**config.mk**
```make
export PLATFORM = sky130hd
export DESIGN_NAME = serial_flag_ctrl
export DESIGN_NICKNAME = d
export VERILOG_FILES = /design/src/rtl/sfc_pkg.sv /design/src/rtl/sfc_flag_cell.sv /design/src/rtl/sfc_tx_fsm.sv /design/src/rtl/sfc_irq_out.sv /design/src/rtl/serial_flag_ctrl.sv
export SDC_FILE = /design/constraint.sdc
export NUM_CORES = 1
export LEC_CHECK = 0
export ABC_AREA = 0
export CAP_MARGIN = 20
export CORE_UTILIZATION = 43
export CTS_BUF_LIST = sky130_fd_sc_hd__clkbuf_2
export DETAILED_ROUTE_END_ITERATION = 8
export PLACE_DENSITY = 0.95
export SLEW_MARGIN = 20
export SYNTH_ARGS = -nofsm -noshare
export SYNTH_HDL_FRONTEND = slang
export SYNTH_SLANG_ARGS = --single-unit
export TNS_END_PERCENT = 20
```
**constraint.sdc**
```tcl
create_clock -name clk -period 1.76 [get_ports clk]
set_input_delay 0.176 -clock clk [delete_from_list [all_inputs] [get_ports clk]]
set_output_delay 0.176 -clock clk [all_outputs]
set_load 0.03 [all_outputs]
```
**src/rtl/sfc_pkg.sv**
```systemverilog
package sfc_pkg;
    localparam int BYTE_W   = 8;
    localparam int CTL_TIE  = 7;
    localparam int CTL_RIE  = 6;
    localparam int CTL_TE   = 5;
    localparam int STS_TXE  = 7;
    localparam int STS_RXF  = 6;
    localparam int N_RXFLAG = 4;   // receive-full plus three error flags

    typedef enum logic [1:0] {
        TXS_OFF    = 2'd0,
        TXS_EMPTY  = 2'd1,
        TXS_STALL  = 2'd2,
        TXS_LOADED = 2'd3
    } tx_state_t;
endpackage

```
**src/rtl/sfc_flag_cell.sv**
```systemverilog
module sfc_flag_cell (
    input  logic clk,
    input  logic rst_n,
    input  logic set_ev,
    input  logic rd_ev,
    input  logic wr_ev,
    input  logic wr_bit,
    output logic flag
);
    logic armed_q;
    logic flag_q;

    // arming follows what the read returned; a write consumes it
    always_ff @(posedge clk or negedge rst_n) begin
        if (!rst_n)      armed_q <= 1'b0;
        else if (rd_ev)  armed_q <= flag_q;
        else if (wr_ev)  armed_q <= 1'b0;
    end

    // hardware set has priority over the processor clear
    always_ff @(posedge clk or negedge rst_n) begin
        if (!rst_n)                              flag_q <= 1'b0;
        else if (set_ev)                         flag_q <= 1'b1;
        else if (wr_ev && armed_q && !wr_bit)    flag_q <= 1'b0;
    end

    assign flag = flag_q;
endmodule

```
**src/rtl/sfc_tx_fsm.sv**
```systemverilog
module sfc_tx_fsm
    import sfc_pkg::*;
(
    input  logic clk,
    input  logic rst_n,
    input  logic tx_en,
    input  logic sts_rd,
    input  logic sts_wr,
    input  logic wr_txe_bit,
    input  logic hold_wr,
    input  logic tx_take,
    output logic txe,
    output logic tx_start
);
    tx_state_t state_q, state_d;
    logic      armed_q;
    logic      fresh_q;
    logic      start_q;
    logic      txe_int;
    logic      clear_req;

    assign clear_req = sts_wr && armed_q && !wr_txe_bit;

    always_comb begin
        state_d = state_q;
        unique case (state_q)
            TXS_OFF: begin
                if (tx_en) state_d = TXS_EMPTY;
            end
            TXS_EMPTY: begin
                if (!tx_en)                              state_d = TXS_OFF;
                else if (tx_take)                        state_d = TXS_EMPTY;
                else if (clear_req && (fresh_q || hold_wr)) state_d = TXS_LOADED;
                else if (clear_req)                      state_d = TXS_STALL;
            end
            TXS_STALL: begin
                if (!tx_en)        state_d = TXS_OFF;
                else if (tx_take)  state_d = TXS_EMPTY;
                else if (hold_wr)  state_d = TXS_LOADED;
            end
            TXS_LOADED: begin
                if (!tx_en)        state_d = TXS_OFF;
                else if (tx_take)  state_d = TXS_EMPTY;
            end
            default: state_d = TXS_OFF;
        endcase
    end

    always_ff @(posedge clk or negedge rst_n) begin
        if (!rst_n) state_q <= TXS_OFF;
        else        state_q <= state_d;
    end

    // output decode of the current state
    always_comb begin
        unique case (state_q)
            TXS_STALL, TXS_LOADED: txe_int = 1'b0;
            default:               txe_int = 1'b1;
        endcase
    end

    always_ff @(posedge clk or negedge rst_n) begin
        if (!rst_n) begin
            armed_q <= 1'b0;
            fresh_q <= 1'b0;
            start_q <= 1'b0;
        end else begin
            if (sts_rd)      armed_q <= txe;
            else if (sts_wr) armed_q <= 1'b0;

            if (state_d == TXS_LOADED && state_q != TXS_LOADED) fresh_q <= 1'b0;
            else if (hold_wr)                                   fresh_q <= 1'b1;

            start_q <= (state_d == TXS_LOADED) && (state_q != TXS_LOADED);
        end
    end

    assign txe      = txe_int || !tx_en;
    assign tx_start = start_q;
endmodule

```
**src/rtl/sfc_irq_out.sv**
```systemverilog
module sfc_irq_out (
    input  logic clk,
    input  logic rst_n,
    input  logic tie,
    input  logic rie,
    input  logic txe,
    input  logic rxf,
    input  logic any_err,
    output logic irq_tx,
    output logic irq_rx,
    output logic irq_err
);
    always_ff @(posedge clk or negedge rst_n) begin
        if (!rst_n) begin
            irq_tx  <= 1'b0;
            irq_rx  <= 1'b0;
            irq_err <= 1'b0;
        end else begin
            irq_tx  <= tie && txe;
            irq_rx  <= rie && rxf;
            irq_err <= rie && any_err;
        end
    end
endmodule

```
**src/rtl/serial_flag_ctrl.sv**
```systemverilog
module serial_flag_ctrl
    import sfc_pkg::*;
(
    input  logic              clk,
    input  logic              rst_n,
    input  logic              ctl_wr,
    input  logic [BYTE_W-1:0] ctl_wdata,
    output logic [BYTE_W-1:0] ctl_rdata,
    input  logic              sts_rd,
    output logic [BYTE_W-1:0] sts_rdata,
    input  logic              sts_wr,
    input  logic [BYTE_W-1:0] sts_wdata,
    input  logic              hold_wr,
    input  logic              tx_take,
    input  logic              rx_land,
    input  logic              err_ovr,
    input  logic              err_frm,
    input  logic              err_par,
    output logic              irq_tx_empty,
    output logic              irq_rx_full,
    output logic              irq_rx_err,
    output logic              tx_start
);
    localparam int RX_LSB = STS_RXF - N_RXFLAG + 1;

    logic                tie_q, rie_q, te_q;
    logic                txe;
    logic [N_RXFLAG-1:0] rx_set;
    logic [N_RXFLAG-1:0] rx_flag;
    logic                unused_bits;

    assign unused_bits = ^{ctl_wdata[CTL_TE-1:0], sts_wdata[RX_LSB-1:0]};

    always_ff @(posedge clk or negedge rst_n) begin
        if (!rst_n) begin
            tie_q <= 1'b0;
            rie_q <= 1'b0;
            te_q  <= 1'b0;
        end else if (ctl_wr) begin
            tie_q <= ctl_wdata[CTL_TIE];
            rie_q <= ctl_wdata[CTL_RIE];
            te_q  <= ctl_wdata[CTL_TE];
        end
    end

    // index 3 = receive-full, 2 = overrun, 1 = framing, 0 = parity
    assign rx_set = {rx_land, err_ovr, err_frm, err_par};

    for (genvar gi = 0; gi < N_RXFLAG; gi++) begin : g_rxflag
        sfc_flag_cell u_cell (
            .clk    (clk),
            .rst_n  (rst_n),
            .set_ev (rx_set[gi]),
            .rd_ev  (sts_rd),
            .wr_ev  (sts_wr),
            .wr_bit (sts_wdata[RX_LSB + gi]),
            .flag   (rx_flag[gi])
        );
    end

    sfc_tx_fsm u_tx (
        .clk        (clk),
        .rst_n      (rst_n),
        .tx_en      (te_q),
        .sts_rd     (sts_rd),
        .sts_wr     (sts_wr),
        .wr_txe_bit (sts_wdata[STS_TXE]),
        .hold_wr    (hold_wr),
        .tx_take    (tx_take),
        .txe        (txe),
        .tx_start   (tx_start)
    );

    sfc_irq_out u_irq (
        .clk     (clk),
        .rst_n   (rst_n),
        .tie     (tie_q),
        .rie     (rie_q),
        .txe     (txe),
        .rxf     (rx_flag[N_RXFLAG-1]),
        .any_err (|rx_flag[N_RXFLAG-2:0]),
        .irq_tx  (irq_tx_empty),
        .irq_rx  (irq_rx_full),
        .irq_err (irq_rx_err)
    );

    always_comb begin
        ctl_rdata          = '0;
        ctl_rdata[CTL_TIE] = tie_q;
        ctl_rdata[CTL_RIE] = rie_q;
        ctl_rdata[CTL_TE]  = te_q;
        sts_rdata                    = '0;
        sts_rdata[STS_TXE]           = txe;
        sts_rdata[STS_RXF:RX_LSB]    = rx_flag;
    end
endmodule

```
==> flow_summary.yaml <==
worst_setup_path:
  cp_top_family: "buffers and inverters"
  cp-end-kind: "primary output"
  critPathArrivalTime_ns: 1.45
  crit_fanout: 5
  path_buf_inv: 1
  cp_slowest_cell: "clkdlybuf4s50_1"
  critical_path.startpoint_type: "flip-flop"
  critical_path_required_ns: 1.58
  critPathKind: "flip-flop to primary output"
  worstPathCellList: "clkdlybuf4s50_1"
  slowest_delay_ns: 0.71
finish:
  drive_gt1_share_pct: 9.091
  antennaDiodeCount: 0
  fill_cells: 177
  area_growth_pct: 28.59
  ff_latch_area_um2: 475.5
  multi_input_area_um2: 317.8
  stdcell_count: 137
  finalNetCount: 138
timing:
  finalSetupTns_ns: 0
  maxSlewViolCount: 0
  worst_hold_slack_ns: 0.1770
  rsz0062_at_grt: "no"
  finalCriticalPeriod_ns: 1.631
  finalClockSkew_ns: 0.001417
  setup_violations: 0
  final_hold_viol_count: 0
  max_freq_mhz: 613.2
  fin_ws_ns: 0.1293
  period_share_pct: 92.65
synth:
  syn_inst: 85
  yosys_warnings: 0
  synth.largest_area_cell: "dfrtp_1"
  synth.top_cell.area_share_pct: 52.49
  synth-seq-cells: 19
  synth_area_leaders: "dfrtp_1 52%, buf_4 13%, nand2b_1 6.9%, o21ai_0 3.9%, nand2_1 3.7%"
  ys_seq_area_share_pct: 52.49
  synth.avg_cell_area_um2: 10.66
  synth_area_um2: 905.9
  yosys.cell_types.count: 20
clocking:
  htree_levels: 1
  post_cts_buffers: 0
  cts_buffer_depth: 2
  clk_latency_ns: 0.29
  cts_made_buffers: 3
  cts.root.buffer_cell: "clkbuf_2"
  cts_tree: "built"
  clk_pin_slew_worst_paths_ns: 0.17
  clock-sinks: 19
die:
  io_pins: 47
  fp.dieW_um: 47.90
  die-area_um2: 2294
  core_area_um2: 1962
  die-height_um: 47.90
  placementRows: 16
  start_util_pct: 46.17
pwr:
  p_leak_uw: 0.0004906
  p_clk_share_pct: 20.8
  p_per_area_nw_per_um2: 770.3
  seqPwrFrac_pct: 55.2
  power_uw: 897.3
  p_comb_share_pct: 24.0
  p_sw_uw: 266.3
  p_int_uw: 630.9
  swShare_pct: 29.68
  irDropWorstVdd_uv: 433.0
drt:
  wl_met3_um: 113
  dr.max_layer_used: "met4"
  totalWireLength_um: 1754
  vias_per_cell: 4.759
  wl_per_cell_um: 12.80
  firstDrtPassIters: 4
  m1WireLength_um: 686
  vias: 652
  antenna_left: 0
  wl_met2_um: 945
  first_iter_violations: 14
  drc_errors: 0
global_routing:
  grt_pass1_vias: 621
  grt_pass1_wl_um: 2656
  grt_max_degree: 20
  antenna_found_initial: 0
  grt_use_total_pct: 17.25
  overflow: 0
placement:
  globalplace.congestion: 0.7126
  dp_hpwl_um: 1373
  portBuffers: 30
  dp.cells: 133
  pre_cts_ws_ns: 0.1658
job:
  drv_cap: 0
outcome:
  status: "complete, no violations"
worst_hold_path:
  hold_path.class: "primary input to async pin"
==> layout by cell type (no fill, tap or decap), drive strengths merged, types with 2 or more instances in the layout <==
cell,count
o21ai,8
nor2,3
mux2,3
dfrtp,19
nor3,2
clkdlybuf4s50,29
conb,8
nand2,9
a21oi,2
o31a,3
and2,2
nand2b,10
buf,2
clkbuf,4
==> worst paths after layout <==
kind                                   start                       to  slack, ns  cells past startpoint
worst max-delay path                    te_q             ctl_rdata[5]       0.13                      1
worst min-delay path                   rst_n                     te_q       0.18                      2
worst max register to register  u_tx.armed_q          u_tx.state_q[0]       0.58                      3
worst min register to register         tie_q             u_irq.irq_tx       0.53                      1
max in group asynchronous              rst_n                    rie_q       1.39                      2
min in group clk                     err_par  g_rxflag[0].u_cell.flag       0.41                      2
==> synth_stat cells (all sizes together) <==
library cell  number
a211oi             1
a21oi              2
a22o               1
and2               2
buf               17
clkbuf             1
conb               1
dfrtp             19
inv                1
mux2               3
nand2              9
nand2b            10
nand4b             1
nor2               3
nor3               2
o21a               1
o21ai              8
o31a               3
==> power by group through the flow <==
| stage | Clock [uW] | Sequential (uW) | Combinational [uW] |
|---|---|---|---|
| 2_1_floorplan | 0 | 514 | 131 |
| 3_3_place_gp | 0 | 501 | 210 |
| 3_5_place_dp | 0 | 504 | 217 |
| 4_1_cts | 194 | 495 | 218 |
| 5_1_grt | 216 | 501 | 232 |
| 6_report | 186 | 495 | 215 |
==> through the flow <==
step                      area (um2)  utilization, %
after floorplan                932.1               -
after global placement          1146           58.42
after detailed placement        1146           58.42
after CTS                       1165           59.38
after global routing            1165           59.38
final                           1165           59.38
==> metal layers <==
layer | vias to the layer above | track usage (%)
li1 | 308 | -
met1 | 306 | 18.31
met2 | 36 | 31.35
met3 | 2 | 2.264
met4 | 0 | 11.67
met5 | - | 0
==> kinds of logic after synthesis <==
kind of cell | Yosys count | share of synthesized area [%]
buf+inv | 19 | 15.33
flops | 19 | 52.49
other cells | 1 | 0.4140
mux | 3 | 3.729
simple gates | 27 | 16.99
compound gates | 16 | 11.05
==> cell type report <==
type	instances	share of cell area (%)
clock buffers	4	1.719
inverters	1	0.3222
multi-input cells	54	27.28
flip-flops and latches	19	40.82
well taps	27	2.900
repair buffers	32	26.96
==> timing repair <==
| item | CTS | global route |
|---|---|---|
| hold endpoints to repair | 0 | 0 |
| gates resized for setup | 1 | 0 |
| setup endpoints to repair | 1 | 0 |
| hold buffers | 0 | 0 |
Power figures use the tool's default switching activity.
